==> src/rtl/sw_ack_pkg.sv <==
// Shared types and constants of the single-wire acknowledge controller.
// Assumes byte transfers MSB first and a ten-slot frame (8 data, 1 master ack, 1 slave ack).
package sw_ack_pkg;

    typedef enum logic [1:0] {
        PH_IDLE  = 2'd0,   // waiting for a standby strobe
        PH_READY = 2'd1,   // waiting for a start-header strobe
        PH_RUN   = 2'd2    // following the bit grid
    } phase_t;

    typedef enum logic [1:0] {
        NX_GO    = 2'd0,   // next byte follows
        NX_READY = 2'd1,   // transaction ended cleanly
        NX_IDLE  = 2'd2    // transaction ended with an error
    } next_t;

    localparam int          SLOT_W   = 4;
    localparam logic [3:0]  SLOT_MAK = 4'd8;
    localparam logic [3:0]  SLOT_SAK = 4'd9;

    localparam logic [7:0]  OP_READ  = 8'h03;
    localparam logic [7:0]  OP_SREAD = 8'h06;
    localparam logic [7:0]  OP_WRITE = 8'h6C;
    localparam logic [7:0]  OP_SWR   = 8'h6E;
    localparam logic [7:0]  OP_SRD   = 8'h05;
    localparam logic [7:0]  OP_CLR   = 8'h6D;
    localparam logic [7:0]  OP_SET   = 8'h67;
    localparam logic [7:0]  OP_WEN   = 8'h96;
    localparam logic [7:0]  OP_WDI   = 8'h91;

endpackage

==> src/rtl/sw_ack_bit_timer.sv <==
// Bit-period timer: counts clocks inside one bit and flags the sample and end points.
// Assumes CPB >= 8 so that the sample points and the bit end fall in distinct cycles.
module sw_ack_bit_timer #(
    parameter int CPB = 16,
    localparam int CW   = $clog2(CPB),
    localparam int QTR  = CPB / 4,
    localparam int HALF = CPB / 2
) (
    input  logic          clk,
    input  logic          rst_n,
    input  logic          restart,
    input  logic          run,
    output logic          smp_a,
    output logic          smp_b,
    output logic          bit_end,
    output logic          late_half
);

    logic [CW-1:0] cnt;

    // Position counter inside the current bit period.
    always_ff @(posedge clk) begin
        if (!rst_n || restart) begin
            cnt <= '0;
        end else if (run) begin
            cnt <= (cnt == CW'(CPB - 1)) ? '0 : cnt + 1'b1;
        end
    end

    // Decode of the interesting positions.
    always_comb begin
        smp_a     = run && (cnt == CW'(QTR));
        smp_b     = run && (cnt == CW'(3 * QTR));
        bit_end   = run && (cnt == CW'(CPB - 1));
        late_half = (cnt >= CW'(HALF));
    end

endmodule

==> src/rtl/sw_ack_mbit_sampler.sv <==
// Manchester bit sampler: keeps the first-half level and, at the second sample,
// reports the bit value and whether a mid-bit transition was present.
// Assumes the line input is already synchronized to clk.
module sw_ack_mbit_sampler (
    input  logic clk,
    input  logic rst_n,
    input  logic line,
    input  logic smp_a,
    input  logic smp_b,
    output logic bit_rdy,
    output logic bit_val,
    output logic bit_ok
);

    logic first_lvl;

    // Hold the level seen in the first half of the bit.
    always_ff @(posedge clk) begin
        if (!rst_n) begin
            first_lvl <= 1'b0;
        end else if (smp_a) begin
            first_lvl <= line;
        end
    end

    // A bit is valid only if the two halves differ; its value is the late level.
    always_comb begin
        bit_rdy = smp_b;
        bit_val = line;
        bit_ok  = (first_lvl != line);
    end

endmodule

==> src/rtl/sw_ack_cmd_policy.sv <==
// Command and address policy: address match, command legality, busy gating,
// minimum byte count for a clean end and the write-type class.
// Purely combinational; the caller picks which code is judged.
module sw_ack_cmd_policy #(
    parameter int         KW     = 3,
    parameter logic [3:0] FAMILY = 4'b1010,
    parameter logic [3:0] DEVSEL = 4'b0000
) (
    input  logic [7:0]    addr_byte,
    input  logic [7:0]    code,
    input  logic [KW-1:0] k,
    output logic          addr_ok,
    output logic          known,
    output logic          busy_bar,
    output logic          is_write,
    output logic          end_ok
);
    import sw_ack_pkg::*;

    int min_k;

    // Classify the command code.
    always_comb begin
        known    = 1'b1;
        busy_bar = 1'b0;
        is_write = 1'b0;
        min_k    = 2;
        case (code)
            OP_READ:  begin busy_bar = 1'b1; min_k = 4; end
            OP_SREAD: begin busy_bar = 1'b1; min_k = 3; end
            OP_WRITE: begin busy_bar = 1'b1; is_write = 1'b1; min_k = 4; end
            OP_SWR:   begin busy_bar = 1'b1; is_write = 1'b1; min_k = 3; end
            OP_CLR:   begin busy_bar = 1'b1; is_write = 1'b1; end
            OP_SET:   begin busy_bar = 1'b1; is_write = 1'b1; end
            OP_SRD:   min_k = 3;
            OP_WEN:   min_k = 2;
            OP_WDI:   min_k = 2;
            default:  known = 1'b0;
        endcase
        addr_ok = (addr_byte[7:4] == FAMILY) && (addr_byte[3:0] == DEVSEL);
        end_ok  = known && (int'(k) >= min_k);
    end

endmodule

==> src/rtl/sw_ack_ctrl.sv <==
// Top of the slave acknowledge controller. Follows the bit grid after a header
// strobe, shifts in bytes, decides the slave acknowledge after each master
// acknowledge bit, drives it Manchester coded and requests write cycles.
// Assumes sio_in is synchronized and that header/standby detection is external.
module sw_ack_ctrl #(
    parameter int         CLKS_PER_BIT = 16,
    parameter int         KW           = 3,
    parameter logic [3:0] FAMILY       = 4'b1010,
    parameter logic [3:0] DEVSEL       = 4'b0000
) (
    input  logic clk,
    input  logic rst_n,
    input  logic sio_in,
    input  logic stby_stb,
    input  logic hdr_stb,
    input  logic wr_done,
    output logic sio_oe,
    output logic sio_out,
    output logic wr_start,
    output logic wr_busy
);
    import sw_ack_pkg::*;

    phase_t              phase;
    next_t               nx_q, dec_nx;
    logic [SLOT_W-1:0]   slot;
    logic [KW-1:0]       k;
    logic [7:0]          shreg, cmd_q, code_sel;
    logic                sak_q, dec_sak, dec_commit;
    logic                smp_a, smp_b, bit_end, late_half;
    logic                bit_rdy, bit_val, bit_ok;
    logic                addr_ok, known, busy_bar, is_write, end_ok, cmd_ok;
    logic                restart, run;

    assign restart = (phase == PH_READY) && hdr_stb && !stby_stb;
    assign run     = (phase == PH_RUN);

    sw_ack_bit_timer #(.CPB(CLKS_PER_BIT)) u_tmr (
        .clk(clk), .rst_n(rst_n), .restart(restart), .run(run),
        .smp_a(smp_a), .smp_b(smp_b), .bit_end(bit_end), .late_half(late_half)
    );

    sw_ack_mbit_sampler u_smp (
        .clk(clk), .rst_n(rst_n), .line(sio_in), .smp_a(smp_a), .smp_b(smp_b),
        .bit_rdy(bit_rdy), .bit_val(bit_val), .bit_ok(bit_ok)
    );

    // Judge the fresh byte while it is the command, the stored command afterwards.
    assign code_sel = (k == KW'(2)) ? shreg : cmd_q;

    sw_ack_cmd_policy #(.KW(KW), .FAMILY(FAMILY), .DEVSEL(DEVSEL)) u_pol (
        .addr_byte(shreg), .code(code_sel), .k(k),
        .addr_ok(addr_ok), .known(known), .busy_bar(busy_bar),
        .is_write(is_write), .end_ok(end_ok)
    );

    assign cmd_ok = known && !(wr_busy && busy_bar);

    // Acknowledge decision taken at the second sample of the master bit.
    always_comb begin
        dec_sak    = 1'b0;
        dec_nx     = NX_IDLE;
        dec_commit = 1'b0;
        if (k == '0) begin
            dec_nx = bit_val ? NX_GO : NX_IDLE;
        end else if (k == KW'(1)) begin
            if (addr_ok) begin
                dec_sak = 1'b1;
                dec_nx  = bit_val ? NX_GO : NX_READY;
            end
        end else if ((k == KW'(2)) && !cmd_ok) begin
            dec_nx = NX_IDLE;
        end else if (bit_val) begin
            dec_sak = 1'b1;
            dec_nx  = NX_GO;
        end else if (end_ok) begin
            dec_sak    = 1'b1;
            dec_nx     = NX_READY;
            dec_commit = is_write;
        end
    end

    // Frame sequencing, decision capture and write-busy tracking.
    always_ff @(posedge clk) begin
        if (!rst_n) begin
            phase    <= PH_IDLE;
            nx_q     <= NX_IDLE;
            slot     <= '0;
            k        <= '0;
            shreg    <= '0;
            cmd_q    <= '0;
            sak_q    <= 1'b0;
            wr_start <= 1'b0;
            wr_busy  <= 1'b0;
        end else begin
            wr_start <= 1'b0;
            if (wr_done) begin
                wr_busy <= 1'b0;
            end
            if (stby_stb) begin
                phase <= PH_READY;
                sak_q <= 1'b0;
            end else begin
                case (phase)
                    PH_IDLE: begin
                        sak_q <= 1'b0;
                    end
                    PH_READY: begin
                        if (hdr_stb) begin
                            phase <= PH_RUN;
                            slot  <= SLOT_MAK;
                            k     <= '0;
                            sak_q <= 1'b0;
                        end
                    end
                    PH_RUN: begin
                        if (bit_rdy && (slot != SLOT_SAK)) begin
                            if (!bit_ok) begin
                                phase <= PH_IDLE;
                            end else if (slot < SLOT_MAK) begin
                                shreg <= {shreg[6:0], bit_val};
                            end else begin
                                sak_q <= dec_sak;
                                nx_q  <= dec_nx;
                                if (k == KW'(2)) begin
                                    cmd_q <= shreg;
                                end
                                if (dec_commit) begin
                                    wr_start <= 1'b1;
                                    wr_busy  <= 1'b1;
                                end
                            end
                        end else if (bit_end) begin
                            if (slot == SLOT_SAK) begin
                                sak_q <= 1'b0;
                                case (nx_q)
                                    NX_GO: begin
                                        slot <= '0;
                                        if (k != '1) begin
                                            k <= k + 1'b1;
                                        end
                                    end
                                    NX_READY: phase <= PH_READY;
                                    default:  phase <= PH_IDLE;
                                endcase
                            end else begin
                                slot <= slot + 1'b1;
                            end
                        end
                    end
                    default: phase <= PH_IDLE;
                endcase
            end
        end
    end

    // Line drive: only in the slave slot, low then high.
    always_comb begin
        sio_oe  = run && (slot == SLOT_SAK) && sak_q;
        sio_out = sio_oe && late_half;
    end

endmodule

==> config.mk <==
export PLATFORM = sky130hd
export DESIGN_NAME = sw_ack_ctrl
export DESIGN_NICKNAME = d
export VERILOG_FILES = /design/src/rtl/sw_ack_pkg.sv /design/src/rtl/sw_ack_bit_timer.sv /design/src/rtl/sw_ack_mbit_sampler.sv /design/src/rtl/sw_ack_cmd_policy.sv /design/src/rtl/sw_ack_ctrl.sv
export SDC_FILE = /design/constraint.sdc
export NUM_CORES = 1
export LEC_CHECK = 0
export CAP_MARGIN = 25
export CORE_MARGIN = 1
export CORE_UTILIZATION = 57
export CTS_BUF_LIST = sky130_fd_sc_hd__clkbuf_8 sky130_fd_sc_hd__clkbuf_16
export CTS_CLUSTER_SIZE = 20
export DETAILED_ROUTE_END_ITERATION = 8
export DONT_BUFFER_PORTS = 1
export HOLD_SLACK_MARGIN = 0.02
export PLACE_DENSITY = 0.85
export SETUP_SLACK_MARGIN = 0.05
export SLEW_MARGIN = 20
export SYNTH_ARGS = -nofsm -noshare
export SYNTH_HDL_FRONTEND = slang
export SYNTH_SLANG_ARGS = --single-unit
==> constraint.sdc <==
create_clock -name clk -period 3.39 [get_ports clk]
set_clock_uncertainty 0.2 [all_clocks]
set_input_delay 0.1695 -clock clk [delete_from_list [all_inputs] [get_ports clk]]
set_output_delay 0.1695 -clock clk [all_outputs]
set_load 0.02 [all_outputs]
After elaboration in Yosys (flattened, before gate mapping)
Index checks and enable logic that the tools add are counted.
Word-level totals
  register bits: 35
  bits of input ports: 6
  output and inout bits: 4
  logic and storage cells: 166
Operators by class
  add/subtract/negate cells: 3
  magnitude comparators: 3
  equal/unequal tests: 41
  multiplexer cells: 61
  bitwise operators: 7
  reduce and logical (&&, ||, !) cells: 39
Operators by type and width (count)
  equality test 8 x 7 -> 1 bit, second input constant: 4
  2-to-1 mux 1 bit: 30
  2-to-1 mux 2 bit: 12
  2-to-1 mux 4 bit: 6
  AND reduction 6 bit: 4
  2-to-1 mux 3 bit: 6
  inequality test 3 bit, second input constant: 6
  equality test 4 bit, second input constant: 4
  equality test 8 x 3 -> 1 bit, second input constant: 2
  equality test 8 bit, second input constant: 2
  logical AND 1 bit: 14
  inequality test 4 bit, second input constant: 3
  case mux 3 bit (2 select lines): 2
  OR reduction 6 bit: 2
  AND reduction 5 bit: 2
  OR reduction 9 bit: 1
  adder 4 x 1 -> 4 bit, second input constant: 2
  equality test 8 x 2 -> 1 bit, second input constant: 1
  2-to-1 mux 8 bit: 1
  inequality test 2 bit, second input constant: 4
  case mux 4 bit (2 select lines): 1
  AND reduction 8 bit: 1
  inverter 1 bit: 7
  inequality test 2 x 1 -> 1 bit, second input constant: 3
  27 further kinds: 34

Depth between registers and ports, before layout
Gate-level depths: netlist of run 1.
  word-level depth: 19
  mapped depth: 15
  gate-level depth less buffers: 14

Modules after synthesis
A second synthesis of run 1 with hierarchy kept.
Unflattened totals
  cell total of the unflattened synthesis: 261
  area, all modules: 2304.7 um^2
Modules (own cells, without submodules)
  sw_ack_ctrl: instances 1, cells each 186, area an instance 1725.4 um^2
  sw_ack_cmd_policy: instances 1, cells each 43, area an instance 304.0 um^2
  sw_ack_bit_timer: instances 1, cells each 26, area an instance 215.2 um^2
  sw_ack_mbit_sampler: instances 1, cells each 6, area an instance 60.1 um^2

Worst setup path after synthesis of run 1
OpenSTA, ideal clock, no wires.
  kind: flip-flop to flip-flop
  from: register k[0]
  to: register sak_q
  library setup time: 0.130 ns
  arrival time: 2.876 ns
  slack: 0.184 ns
  stages on the path, launching flop included: 15
  path buffers: 1
  period minus slack after synthesis: 3.206 ns
  cell sequence: dfxtp_1 > inv_1 > ha_1 > nor2b_1 > clkbuf_1 > or3_1 > o22ai_1 > nand4_1 > o22a_1 > ha_1 > o32ai_1 > a21oi_1 > o211ai_1 > or3_1 > o211ai_1
On the way
  cells in the longest elaborated chain, start to end: 17
Ends and longest elaborated chain
  start, declared: line sw_ack_ctrl.sv:27  | logic [KW-1:0] k;
  start signal, assigned: line sw_ack_ctrl.sv:140  | k <= k + 1'b1;
  parallel branches: the longest is 12 deep, another holds greater-or-equal comparator 3 bit
  2-to-1 mux 1 bit (*): line sw_ack_ctrl.sv:64  | if (k == '0) begin
  2-to-1 mux 1 bit (*): line sw_ack_ctrl.sv:120  | end else if (slot < SLOT_MAK) begin
  2-to-1 mux 1 bit (*): line sw_ack_ctrl.sv:118  | if (!bit_ok) begin
  2-to-1 mux 1 bit (*): line sw_ack_ctrl.sv:117  | if (bit_rdy && (slot != SLOT_SAK)) begin
  case mux 1 bit (3 select lines) (*): line sw_ack_ctrl.sv:104  | case (phase)
  end signal, assigned: line sw_ack_ctrl.sv:123  | sak_q <= dec_sak;
  end, declared: line sw_ack_ctrl.sv:29  | logic sak_q, dec_sak, dec_commit;
Mark *: on every way between the ends. The select of a mux whose other input is x is not followed.
A chain may end at the register's enable or synchronous reset.

Worst setup path after layout of run 1
Ends and elaborated chain as after synthesis.

==> flow_summary.html, run 1 <==
<table>
<tr><th>Metric</th><th>Value</th></tr>
<tr><th colspan="2">Final layout</th></tr>
<tr><td>Area growth from synthesis to layout</td><td>11.93%</td></tr>
<tr><td>Total number of nets in the final design</td><td>325</td></tr>
<tr><td>Post-layout util</td><td>66.59%</td></tr>
<tr><td>Fraction of layout cells with a size suffix above 1</td><td>roughly 13%</td></tr>
<tr><td>Number of diodes</td><td>0</td></tr>
<tr><th colspan="2">Global route</th></tr>
<tr><td>Largest net degree at the start of global routing</td><td>26</td></tr>
<tr><td>Wire length of the first global-routing pass</td><td>between 8 and 9 mm</td></tr>
<tr><td>Global-route usage over all layers</td><td>26.99%</td></tr>
<tr><td>GR Overflow Total</td><td>0</td></tr>
<tr><td>Antenna violations before repair</td><td>0</td></tr>
<tr><td>Via count of the first global-routing pass</td><td>slightly below 2k</td></tr>
<tr><th colspan="2">Logic synthesis</th></tr>
<tr><td>Dominant register cell in the synthesized netlist</td><td>dfxtp_1</td></tr>
<tr><td>Flip-flop and latch count after synthesis</td><td>35</td></tr>
<tr><td>Number of cells produced by synthesis</td><td>294</td></tr>
<tr><td>Count of synthesis-stage warnings from yosys</td><td>0</td></tr>
<tr><td>Sequential share of the synthesized area</td><td>29.44%</td></tr>
<tr><td>Cell type with the highest aggregate area in the netlist</td><td>dfxtp_1</td></tr>
<tr><td>Cell Area, Synth</td><td>between 2000 and 2500 um2</td></tr>
<tr><td>Post-synth EDFFs</td><td>0</td></tr>
<tr><td>Synthesized net count</td><td>316</td></tr>
<tr><td>Share of the synthesized area in the top cell type</td><td>29.44%</td></tr>
<tr><td>Top post-synthesis cells by area</td><td>dfxtp_1 (29%), ha_1 (8.4%), mux2i_1 (8.0%)</td></tr>
<tr><td>Proportion of register bits with asynchronous set or reset after synthesis</td><td>0%</td></tr>
<tr><td>Yosys cell types</td><td>63</td></tr>
<tr><td>Average instance area after synthesis</td><td>roughly 8 um2</td></tr>
<tr><th colspan="2">Hold path</th></tr>
<tr><td>Class of the worst hold path</td><td>in -&gt; reg</td></tr>
<tr><td>Worst hold endpoint</td><td>u_tmr.cnt[2]$_SDFFE_PP0P_</td></tr>
<tr><td>Instance count along the most critical hold path</td><td>2</td></tr>
<tr><td>Startpoint of the most critical hold path</td><td>stby_stb</td></tr>
<tr><th colspan="2">Clocking</th></tr>
<tr><td>Post-CTS repair timing setup buffer count</td><td>0</td></tr>
<tr><td>H-tree level count</td><td>2</td></tr>
<tr><td>Clock tree from TritonCTS</td><td>done</td></tr>
<tr><td>CTS root buffer</td><td>clkbuf_8</td></tr>
<tr><td>Clock insertion delay at the later pin of the skew report</td><td>300 ps</td></tr>
<tr><td>Clock net sink count</td><td>35</td></tr>
<tr><td>CTS clk-pin slew, worst paths</td><td>80 ps</td></tr>
<tr><td>Deepest clock path buffer count</td><td>2</td></tr>
<tr><td>TritonCTS Buffers</td><td>5</td></tr>
<tr><th colspan="2">Worst setup path</th></tr>
<tr><td>WP data required</td><td>3370 ps</td></tr>
<tr><td>Capture instance of the worst register-to-register path</td><td>sak_q$_SDFFE_PP0P_</td></tr>
<tr><td>Source of the worst register-to-register timing path</td><td>k[0]$_SDFFE_PN0P_</td></tr>
<tr><td>Worst reg2reg setup slack</td><td>around 230 ps</td></tr>
<tr><td>Type of destination of the critical path</td><td>register</td></tr>
<tr><td>Top Family by Delay on Critical Path</td><td>compound AO/OA/AOI/OAI gates</td></tr>
<tr><td>CP Buf/Inv Count</td><td>2</td></tr>
<tr><td>Critical Path Max Stage Delay</td><td>480 ps</td></tr>
<tr><td>Largest fanout on the critical path</td><td>7</td></tr>
<tr><td>Cells traversed along the worst timing path</td><td>inv_1 -&gt; ha_4 -&gt; or4b_4 -&gt; o31ai_1 -&gt; buf_4 -&gt; nand3_1 -&gt; o22ai_2 -&gt; ha_1 -&gt; nand2b_1 -&gt; a21oi_2 -&gt; a21oi_1 -&gt; o211ai_1 -&gt; or3_1 -&gt; o211ai_1</td></tr>
<tr><td>Category of the most critical setup path</td><td>reg -&gt; reg</td></tr>
<tr><td>Launching element type of the critical path</td><td>register</td></tr>
<tr><td>Most common cell type on the critical path</td><td>o211ai_1</td></tr>
<tr><td>Max stage delay cell, worst path</td><td>or4b_4</td></tr>
<tr><td>Data arrival at the endpoint of the critical path</td><td>3150 ps</td></tr>
<tr><td>Worst Reg-to-Reg Cells</td><td>14</td></tr>
<tr><th colspan="2">Placement</th></tr>
<tr><td>Count of input and output buffers</td><td>0</td></tr>
<tr><td>Gp weighted congestion</td><td>1.019</td></tr>
<tr><td>Setup slack at placement</td><td>107.9 ps</td></tr>
<tr><td>DP HPWL</td><td>a little over 4 mm</td></tr>
<tr><th colspan="2">Job</th></tr>
<tr><td>MaxCap Viol Count</td><td>0</td></tr>
<tr><th colspan="2">Timing</th></tr>
<tr><td>Total negative setup slack</td><td>0 ps</td></tr>
<tr><td>Fin crit share</td><td>93.27%</td></tr>
<tr><td>Setup Viol. Count Final</td><td>0</td></tr>
<tr><td>Rel. slew slack</td><td>63.57%</td></tr>
<tr><td>Setup repair after global routing missed its margin</td><td>false</td></tr>
<tr><td>Fin Hold WS</td><td>39.14 ps</td></tr>
<tr><td>Count of pins over their slew limit</td><td>0</td></tr>
<tr><td>Final period demand of the worst path</td><td>~3200 ps</td></tr>
<tr><td>Final hold violation count</td><td>0</td></tr>
<tr><td>Worst-Margin Slew</td><td>between 500 and 600 ps</td></tr>
<tr><td>Timing-limited maximum frequency</td><td>between 0.3 and 0.4 GHz</td></tr>
<tr><td>Slack of the critical path</td><td>228.0 ps</td></tr>
<tr><th colspan="2">Die</th></tr>
<tr><td>Std-Cell Core Area</td><td>4000 um2</td></tr>
<tr><td>Die W</td><td>66.62 um</td></tr>
<tr><td>Initial Utilization</td><td>59.49%</td></tr>
<tr><td>IO Count</td><td>10</td></tr>
<tr><td>Die area</td><td>around 4400 um2</td></tr>
<tr><td>Die Height</td><td>66.62 um</td></tr>
<tr><td>Row Count</td><td>23</td></tr>
<tr><th colspan="2">Route</th></tr>
<tr><td>Total via count in the routed design</td><td>2,195</td></tr>
<tr><td>First-pass DRT Iterations</td><td>5</td></tr>
<tr><td>Number of antenna-violating nets in the routed design</td><td>0</td></tr>
<tr><td>Remaining design rule violation count</td><td>0</td></tr>
<tr><td>Per-cell routed wire length</td><td>roughly 16 um</td></tr>
<tr><td>Detailed Route WL</td><td>5.702 mm</td></tr>
<tr><td>Post-DR vias/cell</td><td>6.201</td></tr>
<tr><td>DRC marker count from the first detailed-route iteration</td><td>281</td></tr>
<tr><th colspan="2">Outcome</th></tr>
<tr><td>Status</td><td>completed</td></tr>
<tr><th colspan="2">Pwr</th></tr>
<tr><td>PnR Total Power</td><td>0.9290 mW</td></tr>
<tr><td>Cell area power density</td><td>between 300 and 400 nW/um2</td></tr>
<tr><td>Standby leakage power</td><td>1.031 nW</td></tr>
<tr><td>Worst vdd ir</td><td>0.2899 mV</td></tr>
</table>
-- worst max-delay path by stage --
stage	from	endpoint	depth (start not counted)
floorplan	k[0]$_SDFFE_PN0P_	sak_q$_SDFFE_PP0P_	14
global placement	k[0]$_SDFFE_PN0P_	nx_q[0]$_SDFFE_PN0P_	14
detailed placement	k[0]$_SDFFE_PN0P_	nx_q[0]$_SDFFE_PN0P_	14
CTS	k[0]$_SDFFE_PN0P_	nx_q[0]$_SDFFE_PN0P_	14
global route	k[0]$_SDFFE_PN0P_	sak_q$_SDFFE_PP0P_	12
finish	k[0]$_SDFFE_PN0P_	sak_q$_SDFFE_PP0P_	14
-- state kept, by name, indices dropped and copies added, names as in the netlist --
| signal | count |
|---|---|
| wr_busy | 1 |
| phase | 2 |
| u_smp.first_lvl | 1 |
| slot | 4 |
| wr_start | 1 |
| shreg | 8 |
| cmd_q | 8 |
| sak_q | 1 |
| nx_q | 2 |
| k | 3 |
| u_tmr.cnt | 4 |
-- layout make-up --
type | count | area, um2
clock buffers | 5 | 68.82
repair buffers | 15 | 122.6
flip-flops and latches | 35 | 701.9
inverters | 13 | 48.80
multi-input cells | 233 | 1592
clock inverters | 3 | 67.56
fillers | 327 | 1336
well taps | 50 | 62.56
-- report_power, final --
part           internal, mW  leakage (nW)  switching, mW  total, mW
Sequential            0.414         0.283        0.00390      0.418
Clock                 0.293        0.0644          0.165      0.459
Combinational        0.0188         0.684         0.0335     0.0523
-- cell usage in the layout, fill, tap and decap left out, types with 2 or more instances in the layout --
cell type,netlist,layout
nor4_1,5,5
nor2b_1,4,4
a22oi_1,3,3
nor3_1,2,2
a211oi_1,2,2
inv_1,12,12
nand3_1,16,16
mux2_2,2,2
nand4bb_1,2,2
mux2i_1,19,19
nor2_1,38,38
o31ai_1,3,3
o211ai_1,5,5
o22ai_2,1,3
xor2_1,2,2
a21o_1,2,2
a21oi_1,13,12
o21ai_1,4,5
or4b_4,1,2
dlygate4sd3_1,0,4
nand3b_1,3,3
dfxtp_1,35,34
and3_1,4,4
buf_4,1,11
bufinv_16,0,2
o21ai_0,12,11
or3_1,3,3
nand2_1,28,28
ha_1,16,15
nor4b_1,2,2
clkbuf_8,0,5
nand2b_1,6,6
nand4_1,5,5
-- through the flow --
step | area, um2 | instances
after global routing | 2664 | 354
after global placement | 2454 | 342
after detailed placement | 2454 | 342
after floorplan | 2380 | 294
after CTS | 2630 | 354
final | 2664 | 354
-- logic make-up (layout without fill, tap and decap cells) --
logic type	after synthesis	count (layout)	share of synthesized area [%]
buffers and inverters	26	36	5.047
AND/OR/NAND/NOR	133	133	30.07
adder cells (fa/ha/maj)	16	16	8.412
XOR/XNOR	4	4	1.788
AO/OA/AOI/OAI	59	59	16.30
flip-flops	35	35	29.44
multiplexers	21	21	8.938
-- cells in the mapped netlist (2+ instances only) --
| master | number |
|---|---|
| a211oi_1 | 2 |
| nand4_1 | 5 |
| xor2_1 | 2 |
| nor3_1 | 2 |
| nand3_1 | 16 |
| nand2_1 | 28 |
| and3_1 | 4 |
| ha_1 | 16 |
| nand3b_1 | 3 |
| o31ai_1 | 3 |
| mux2_2 | 2 |
| nor4_1 | 5 |
| clkbuf_1 | 6 |
| or3_1 | 3 |
| nand2b_1 | 6 |
| nor2_1 | 38 |
| o21ai_1 | 4 |
| or4b_1 | 2 |
| buf_2 | 3 |
| a22oi_1 | 3 |
| o211ai_1 | 5 |
| a21oi_1 | 13 |
| nor2b_1 | 4 |
| dfxtp_1 | 35 |
| a21o_1 | 2 |
| mux2i_1 | 19 |
| nor4b_1 | 2 |
| o22ai_1 | 2 |
| o21ai_0 | 12 |
| nand4bb_1 | 2 |
| inv_1 | 12 |
| buf_6 | 2 |
-- routing by layer --
| metal | wire length [um] | track usage [%] | part of all wire [%] |
|---|---|---|---|
| met5 | 0 | 0 | 0 |
| met4 | 140 | 11.44 | 2.5 |
| met3 | 359 | 6.507 | 6.3 |
| met2 | 2513 | 41.29 | 44 |
| met1 | 2689 | 35.71 | 47 |
-- worst reg2reg max path: stages (launching register included) --
cell and delay (ps):
dfxtp_2 340, inv_1 140, ha_4 180, or4b_4 480
o31ai_1 120, buf_4 200, nand3_1 90, o22ai_2 190
ha_1 250, nand2b_1 150, a21oi_2 170, a21oi_1 110
o211ai_1 220, or3_1 140, o211ai_1 80
-- repair_timing --
item                                    4_1_cts  5_1_grt
hold endpoints to repair                     20        0
hold buffers                                  4        0
endpoints found under the setup margin        0        5
resized for setup                             0        8
No activity file was read; power rests on OpenSTA's default activity.
==> run 2: changes to the inputs <==
--- a/config.mk
+++ b/config.mk
@@ -7,8 +7,7 @@
 export LEC_CHECK = 0
 export CAP_MARGIN = 25
 export CORE_MARGIN = 1
-export CORE_UTILIZATION = 57
-export CTS_BUF_LIST = sky130_fd_sc_hd__clkbuf_8 sky130_fd_sc_hd__clkbuf_16
+export CORE_UTILIZATION = 59
 export CTS_CLUSTER_SIZE = 20
 export DETAILED_ROUTE_END_ITERATION = 8
 export DONT_BUFFER_PORTS = 1
==> constraint.sdc (replaced) <==
create_clock -name clk -period 3.6 [get_ports clk]
set_clock_uncertainty 0.2 [all_clocks]
set_input_delay 0.18 -clock clk [delete_from_list [all_inputs] [get_ports clk]]
set_output_delay 0.18 -clock clk [all_outputs]
set_load 0.02 [all_outputs]
==> run 2 against run 1 <==
  * Clock power is 36% lower
  * Combinational power is 8.0% lower
  * Critical path depth is 2 lower
  * Non-clock buffer count is 7 lower
  * Design area is 4.5% lower
  * First-iteration DRC count is 34% lower
  * Power is 21% lower
  * Flip-flop and latch count stayed put
==> flow_summary.html, run 2 (synthesized netlist as in run 1, its figures left out) <==
<table>
<tr><th>Metric</th><th>Value</th></tr>
<tr><th colspan="2">Timing</th></tr>
<tr><td>Final period demand of the worst path</td><td>3327 ps (+165.0 ps)</td></tr>
<tr><td>Setup repair after global routing missed its margin</td><td>false</td></tr>
<tr><td>Total negative setup slack</td><td>0 ps (unchanged)</td></tr>
<tr><td>Setup Viol. Count Final</td><td>0 (unchanged)</td></tr>
<tr><td>Count of pins over their slew limit</td><td>0 (unchanged)</td></tr>
<tr><td>Final hold violation count</td><td>0 (unchanged)</td></tr>
<tr><td>Fin crit share</td><td>92.42% (-0.86 points)</td></tr>
<tr><td>Rel. slew slack</td><td>56.36% (-7.2 points)</td></tr>
<tr><td>Timing-limited maximum frequency</td><td>0.3006 GHz (-5.0%)</td></tr>
<tr><td>Worst-Margin Slew</td><td>654.6 ps (+113.8 ps)</td></tr>
<tr><th colspan="2">Final layout</th></tr>
<tr><td>Fraction of layout cells with a size suffix above 1</td><td>9.764% (-3.1 points)</td></tr>
<tr><td>Area growth from synthesis to layout</td><td>6.888%</td></tr>
<tr><td>Number of fill cells in the layout</td><td>293 (-10%)</td></tr>
<tr><td>Commonest non-fill, non-tap cell in the layout</td><td>nor2_1</td></tr>
<tr><td>Post-layout util</td><td>67.45% (+0.86 points)</td></tr>
<tr><td>Number of diodes</td><td>0 (unchanged)</td></tr>
<tr><td>Most frequent cells in the layout</td><td>nor2_1 (38), dfxtp_1 (35), nand2_1 (28)</td></tr>
<tr><td>Largest registers</td><td>cmd_q: 8 flops, shreg: 8 flops</td></tr>
<tr><td>Total number of nets in the final design</td><td>318 (-2.2%)</td></tr>
<tr><th colspan="2">Worst setup path</th></tr>
<tr><td>Largest fanout on the critical path</td><td>7 (unchanged)</td></tr>
<tr><td>Category of the most critical setup path</td><td>reg -&gt; reg</td></tr>
<tr><td>Launching element type of the critical path</td><td>register</td></tr>
<tr><td>WP data required</td><td>3620 ps (+250 ps)</td></tr>
<tr><td>Type of destination of the critical path</td><td>register</td></tr>
<tr><td>Data arrival at the endpoint of the critical path</td><td>3350 ps (+200 ps)</td></tr>
<tr><th colspan="2">Clocking</th></tr>
<tr><td>TritonCTS Buffers</td><td>5 (unchanged)</td></tr>
<tr><td>Clock insertion delay at the later pin of the skew report</td><td>300 ps (about the same)</td></tr>
<tr><td>CTS root buffer</td><td>clkbuf_8</td></tr>
<tr><td>Clock net sink count</td><td>35 (unchanged)</td></tr>
<tr><td>Clock tree from TritonCTS</td><td>done</td></tr>
<tr><td>H-tree level count</td><td>2 (unchanged)</td></tr>
<tr><td>Deepest clock path buffer count</td><td>2 (unchanged)</td></tr>
<tr><td>CTS clk-pin slew, worst paths</td><td>80 ps (about the same)</td></tr>
<tr><th colspan="2">Route</th></tr>
<tr><td>Remaining design rule violation count</td><td>0 (unchanged)</td></tr>
<tr><td>Length of routed met3 wiring</td><td>342 um (-4.7%)</td></tr>
<tr><td>Uppermost signal routing layer after detailed routing</td><td>met4</td></tr>
<tr><td>Routed metal-1 wire length</td><td>2.556 mm (-4.9%)</td></tr>
<tr><td>Number of antenna-violating nets in the routed design</td><td>0 (unchanged)</td></tr>
<tr><td>Post-DR vias/cell</td><td>6.130 (-1.1%)</td></tr>
<tr><td>Total via count in the routed design</td><td>2,115 (-3.6%)</td></tr>
<tr><td>DRC marker count from the first detailed-route iteration</td><td>186 (-34%)</td></tr>
<tr><td>Detailed Route WL</td><td>5.310 mm (-6.9%)</td></tr>
<tr><td>Sum of met2 wire segment lengths after detailed routing</td><td>2.336 mm (-7.0%)</td></tr>
<tr><td>Per-cell routed wire length</td><td>15.39 um (-4.4%)</td></tr>
<tr><td>First-pass DRT Iterations</td><td>4 (-1)</td></tr>
<tr><th colspan="2">Placement</th></tr>
<tr><td>Gp weighted congestion</td><td>0.9578 (-6.0%)</td></tr>
<tr><td>DP HPWL</td><td>3.798 mm (-7.3%)</td></tr>
<tr><td>Count of input and output buffers</td><td>0 (unchanged)</td></tr>
<tr><th colspan="2">Die</th></tr>
<tr><td>Std-Cell Core Area</td><td>3771 um2 (-5.7%)</td></tr>
<tr><td>Die area</td><td>4292 um2 (-3.3%)</td></tr>
<tr><td>IO Count</td><td>10 (unchanged)</td></tr>
<tr><td>Die W</td><td>65.51 um (-1.7%)</td></tr>
<tr><td>Row Count</td><td>22 (-4.3%)</td></tr>
<tr><td>Die Height</td><td>65.51 um (-1.7%)</td></tr>
<tr><td>Initial Utilization</td><td>63.11% (+3.6 points)</td></tr>
<tr><th colspan="2">Global route</th></tr>
<tr><td>GR Overflow Total</td><td>0 (unchanged)</td></tr>
<tr><td>Antenna violations before repair</td><td>0 (unchanged)</td></tr>
<tr><td>Largest net degree at the start of global routing</td><td>26 (unchanged)</td></tr>
<tr><td>Global-route usage over all layers</td><td>26.51% (-0.48 points)</td></tr>
<tr><td>Via count of the first global-routing pass</td><td>1,844 (-4.2%)</td></tr>
<tr><td>Wire length of the first global-routing pass</td><td>8.707 mm (-2.4%)</td></tr>
<tr><th colspan="2">Hold path</th></tr>
<tr><td>Class of the worst hold path</td><td>in -&gt; reg</td></tr>
<tr><th colspan="2">Job</th></tr>
<tr><td>MaxCap Viol Count</td><td>0 (unchanged)</td></tr>
<tr><th colspan="2">Pwr</th></tr>
<tr><td>Standby leakage power</td><td>0.9710 nW (-5.8%)</td></tr>
<tr><td>Cell area power density</td><td>288.6 nW/um2 (-17%)</td></tr>
<tr><td>Worst vdd ir</td><td>0.2056 mV (-29%)</td></tr>
<tr><th colspan="2">Outcome</th></tr>
<tr><td>Status</td><td>completed</td></tr>
</table>
run 2: final cells by class:
cell class                 count  area [um2]  share of cell area (%)
inverter                      13       48.80                   1.918
tap                           48       60.06                   2.361
multi-input combinational    233        1575                   61.93
timing repair buffer           8       70.07                   2.755
sequential                    35       700.7                   27.55
clock buffer                   5       68.82                   2.705
clock inverter                 3       20.02                  0.7870
run 2: what timing repair did:
item,in CTS,in global routing
setup buffers,0,0
hold endpoints to repair,20,0
hold buffers,4,0
endpoints found under the setup margin,0,4
resized for setup,0,4
run 2: stage by stage:
stage | setup WS, ps | hold slack, ps | area (um2) | power, mW | instances
after floorplan | 393.9 | 130.9 | 2380 | 0.4394 | 294
after global placement | 360.5 | 128.0 | 2399 | 0.4433 | 333
after detailed placement | 254.4 | 139.5 | 2399 | 0.4440 | 333
after CTS | 227.4 | 26.16 | 2527 | 0.7368 | 345
after global routing | 86.11 | 46.65 | 2544 | 0.7620 | 345
final | 273.0 | 24.66 | 2544 | 0.7340 | 345
run 2: final timing paths:
path,startpoint,cells after the start,to,slack [ps]
max,k[0]$_SDFFE_PN0P_,12,sak_q$_SDFFE_PP0P_,270
min,stby_stb,2,u_tmr.cnt[1]$_SDFFE_PP0P_,20
max reg2reg,k[0]$_SDFFE_PN0P_,12,sak_q$_SDFFE_PP0P_,270
min reg2reg,u_smp.first_lvl$_SDFFE_PN0P_,2,u_smp.first_lvl$_SDFFE_PN0P_,290
run 2: critical path: stages, from the launching register on:
cell and delay [ps]:
dfxtp_1 350, inv_1 120, ha_1 280, or4b_1 530
o22ai_2 270, nand4_1 140, o22a_1 240, ha_1 290
o32ai_1 80, a21oi_1 190, o211ai_1 130, or3_1 330
o211ai_1 90
run 2: power breakdown:
part / switching, mW / internal (mW) / total [mW]
Clock: 0.158 / 0.135 / 0.292
Sequential: 0.00353 / 0.390 / 0.394
Combinational: 0.0299 / 0.0182 / 0.0481
Total: 0.191 / 0.543 / 0.734
run 2: routing by layer:
layer,track usage (%),vias to the layer above
met5,0,-
met4,8.424,0
met3,5.208,8
met2,39.82,72
met1,37.75,970
li1,-,1065
==> run 3: changes to the inputs <==
--- a/config.mk
+++ b/config.mk
@@ -12,7 +12,7 @@
 export DETAILED_ROUTE_END_ITERATION = 8
 export DONT_BUFFER_PORTS = 1
 export HOLD_SLACK_MARGIN = 0.02
-export PLACE_DENSITY = 0.85
+export PLACE_DENSITY = 0.72
 export SETUP_SLACK_MARGIN = 0.05
 export SLEW_MARGIN = 20
 export SYNTH_ARGS = -nofsm -noshare
==> run 3 against run 2 <==
  * Highest routed layer unchanged
  * Global-route usage is 2.1 points higher
  * Setup slack better by 3.8 ps
  * Core utilization is 0.099 points lower
  * Largest cell class unchanged
  * Final cell count stayed put
  * Wire length is 4.1% higher
==> flow_summary.html, run 3 (synthesized netlist as in run 1, its figures left out) <==
<table>
<tr><th>Metric</th><th>Value</th></tr>
<tr><th colspan="2">Outcome</th></tr>
<tr><td>Status</td><td>completed</td></tr>
<tr><th colspan="2">Route</th></tr>
<tr><td>Per-cell routed wire length</td><td>16.03 um (+4.1%)</td></tr>
<tr><td>First-pass DRT Iterations</td><td>4 (unchanged)</td></tr>
<tr><td>DRC marker count from the first detailed-route iteration</td><td>214 (+15%)</td></tr>
<tr><td>Post-DR vias/cell</td><td>6.113 (-0.28%)</td></tr>
<tr><td>Total via count in the routed design</td><td>2,109 (-0.28%)</td></tr>
<tr><td>Remaining design rule violation count</td><td>0 (unchanged)</td></tr>
<tr><td>Number of antenna-violating nets in the routed design</td><td>0 (unchanged)</td></tr>
<tr><td>Detailed Route WL</td><td>5.530 mm (+4.1%)</td></tr>
<tr><th colspan="2">Die</th></tr>
<tr><td>Die W</td><td>65.51 um (unchanged)</td></tr>
<tr><td>Die area</td><td>4292 um2 (unchanged)</td></tr>
<tr><td>Die Height</td><td>65.51 um (unchanged)</td></tr>
<tr><td>Row Count</td><td>22 (unchanged)</td></tr>
<tr><td>IO Count</td><td>10 (unchanged)</td></tr>
<tr><td>Std-Cell Core Area</td><td>3771 um2 (unchanged)</td></tr>
<tr><td>Initial Utilization</td><td>63.11% (unchanged)</td></tr>
<tr><th colspan="2">Final layout</th></tr>
<tr><td>Largest registers</td><td>cmd_q: 8 flops, shreg: 8 flops</td></tr>
<tr><td>Total number of nets in the final design</td><td>318 (unchanged)</td></tr>
<tr><td>Area growth from synthesis to layout</td><td>6.730%</td></tr>
<tr><td>Number of diodes</td><td>0 (unchanged)</td></tr>
<tr><td>Commonest non-fill, non-tap cell in the layout</td><td>nor2_1</td></tr>
<tr><td>Multi-input gate area in the final layout</td><td>1568 um2 (-0.48%)</td></tr>
<tr><td>FF+latch area</td><td>700.7 um2 (unchanged)</td></tr>
<tr><td>Post-layout util</td><td>67.35% (-0.099 points)</td></tr>
<tr><td>Most frequent cells in the layout</td><td>nor2_1 (38), dfxtp_1 (35), nand2_1 (28)</td></tr>
<tr><td>Fraction of layout cells with a size suffix above 1</td><td>9.428% (-0.34 points)</td></tr>
<tr><td>Number of fill cells in the layout</td><td>296 (+1.0%)</td></tr>
<tr><th colspan="2">Timing</th></tr>
<tr><td>Setup repair after global routing missed its margin</td><td>true</td></tr>
<tr><td>Timing-limited maximum frequency</td><td>0.3009 GHz (+0.11%)</td></tr>
<tr><td>Count of pins over their slew limit</td><td>0 (unchanged)</td></tr>
<tr><td>Worst-Margin Slew</td><td>614.4 ps (-40.17 ps)</td></tr>
<tr><td>Rel. slew slack</td><td>58.60% (+2.2 points)</td></tr>
<tr><td>Final hold violation count</td><td>0 (unchanged)</td></tr>
<tr><td>Slack of the critical path</td><td>276.8 ps (+3.804 ps)</td></tr>
<tr><td>Final period demand of the worst path</td><td>3323 ps (-3.804 ps)</td></tr>
<tr><td>Total negative setup slack</td><td>0 ps (unchanged)</td></tr>
<tr><td>Fin crit share</td><td>92.31% (-0.11 points)</td></tr>
<tr><td>Setup Viol. Count Final</td><td>0 (unchanged)</td></tr>
<tr><th colspan="2">Worst setup path</th></tr>
<tr><td>Max stage delay cell, worst path</td><td>dfxtp_1</td></tr>
<tr><td>Worst reg2reg setup slack</td><td>280 ps (about the same)</td></tr>
<tr><td>CP Buf/Inv Count</td><td>1 (unchanged)</td></tr>
<tr><td>Cells traversed along the worst timing path</td><td>inv_1 -&gt; ha_1 -&gt; nor2b_2 -&gt; or3_1 -&gt; o22ai_2 -&gt; nand4_1 -&gt; o22a_1 -&gt; ha_1 -&gt; o32ai_1 -&gt; a21oi_1 -&gt; o211ai_1 -&gt; or3_1 -&gt; o211ai_1</td></tr>
<tr><td>Type of destination of the critical path</td><td>register</td></tr>
<tr><td>Category of the most critical setup path</td><td>reg -&gt; reg</td></tr>
<tr><td>WP data required</td><td>3570 ps (-50 ps)</td></tr>
<tr><td>Top Family by Delay on Critical Path</td><td>compound AO/OA/AOI/OAI gates</td></tr>
<tr><td>Critical Path Max Stage Delay</td><td>390 ps (-140 ps)</td></tr>
<tr><td>Largest fanout on the critical path</td><td>11 (+4)</td></tr>
<tr><td>Launching element type of the critical path</td><td>register</td></tr>
<tr><td>Data arrival at the endpoint of the critical path</td><td>3300 ps (-50 ps)</td></tr>
<tr><th colspan="2">Placement</th></tr>
<tr><td>Gp weighted congestion</td><td>0.8792 (-8.2%)</td></tr>
<tr><td>Count of input and output buffers</td><td>0 (unchanged)</td></tr>
<tr><td>DP HPWL</td><td>3.936 mm (+3.6%)</td></tr>
<tr><td>Setup slack at placement</td><td>160.5 ps (-93.89 ps)</td></tr>
<tr><th colspan="2">Clocking</th></tr>
<tr><td>Clock insertion delay at the later pin of the skew report</td><td>300 ps (about the same)</td></tr>
<tr><td>CTS root buffer</td><td>clkbuf_8</td></tr>
<tr><td>H-tree level count</td><td>2 (unchanged)</td></tr>
<tr><td>Clock tree from TritonCTS</td><td>done</td></tr>
<tr><td>TritonCTS Buffers</td><td>5 (unchanged)</td></tr>
<tr><td>Deepest clock path buffer count</td><td>2 (unchanged)</td></tr>
<tr><td>CTS clk-pin slew, worst paths</td><td>80 ps (about the same)</td></tr>
<tr><td>Post-CTS repair timing setup buffer count</td><td>0 (unchanged)</td></tr>
<tr><td>Clock net sink count</td><td>35 (unchanged)</td></tr>
<tr><th colspan="2">Pwr</th></tr>
<tr><td>Switching part of the total</td><td>26.61% (+0.57 points)</td></tr>
<tr><td>Comb pwr share</td><td>6.5% (about the same)</td></tr>
<tr><td>Switching power total</td><td>0.1979 mW (+3.5%)</td></tr>
<tr><td>Clock power share</td><td>40.6% (+0.8 points)</td></tr>
<tr><td>Cell area power density</td><td>292.9 nW/um2 (+1.5%)</td></tr>
<tr><td>Register share of total power</td><td>52.9% (-0.7 points)</td></tr>
<tr><td>Cell-internal power</td><td>0.5459 mW (+0.56%)</td></tr>
<tr><td>Worst vdd ir</td><td>0.2789 mV (+36%)</td></tr>
<tr><td>Standby leakage power</td><td>0.9653 nW (-0.59%)</td></tr>
<tr><th colspan="2">Global route</th></tr>
<tr><td>Antenna violations before repair</td><td>0 (unchanged)</td></tr>
<tr><td>Global-route usage over all layers</td><td>28.58% (+2.1 points)</td></tr>
<tr><td>Largest net degree at the start of global routing</td><td>27 (+3.8%)</td></tr>
<tr><td>Wire length of the first global-routing pass</td><td>9.259 mm (+6.3%)</td></tr>
<tr><td>Via count of the first global-routing pass</td><td>1,877 (+1.8%)</td></tr>
<tr><td>GR Overflow Total</td><td>0 (unchanged)</td></tr>
<tr><th colspan="2">Hold path</th></tr>
<tr><td>Class of the worst hold path</td><td>in -&gt; reg</td></tr>
<tr><th colspan="2">Job</th></tr>
<tr><td>MaxCap Viol Count</td><td>0 (unchanged)</td></tr>
</table>
run 3: cell types whose count changed in the layout (fill, tap and decap cells not counted):
cell	previous run	this run
nor2b_1	4	3
inv_6	0	1
clkinv_2	1	0
o31ai_2	2	0
o31ai_1	1	3
nor2b_2	0	1
run 3: power by group through the flow:
stage               sequential (mW)  clock [mW]  combinational [mW]
floorplan                     0.402           0              0.0376
global placement              0.403           0              0.0420
detailed placement            0.403           0              0.0423
CTS                           0.394       0.310              0.0478
global route                  0.394       0.328              0.0535
finish                        0.394       0.302              0.0485
run 3: final timing paths:
check,start,endpoint,cells after the start
min reg2reg,u_smp.first_lvl$_SDFFE_PN0P_,u_smp.first_lvl$_SDFFE_PN0P_,2
max,k[0]$_SDFFE_PN0P_,sak_q$_SDFFE_PP0P_,13
min,sio_in,nx_q[0]$_SDFFE_PN0P_,4
max reg2reg,k[0]$_SDFFE_PN0P_,sak_q$_SDFFE_PP0P_,13
run 3: stage by stage:
step / hold WS (ps) / cells / power, mW / instance area (um2)
floorplan: 130.9 / 294 / 0.4394 / 2380
global placement: 135.9 / 333 / 0.4448 / 2399
detailed placement: 140.4 / 333 / 0.4452 / 2399
CTS: 59.31 / 345 / 0.7511 / 2531
global route: 98.35 / 345 / 0.7756 / 2540
finish: 74.63 / 345 / 0.7438 / 2540
run 3: area by class of cell:
type                            count  area share [%]
Multi-Input combinational cell    233           61.72
Timing Repair Buffer                8           2.759
Clock inverter                      3          0.9360
Clock buffer                        5           2.709
Tap cell                           48           2.365
Inverter                           13           1.921
Sequential cell                    35           27.59
run 3: routing by layer:
metal	vias up	global-route usage, %	routed length (um)
met1	970	42.51	2832
met5	-	0	0
li1	1068	-	-
met4	0	9.511	75
met2	62	40.72	2238
met3	9	5.382	383
run 3: worst min-delay path, cell delays in order:
cell and delay, ps:
nor4_1 30, nand3_1 130, a21o_1 130, o21ai_0 60
run 3: what timing repair did:
action                                 CTS  global route
setup endpoints to repair                0             5
endpoints found under the hold margin   20             0
hold buffers                             4             0
gates resized for setup                  0             3
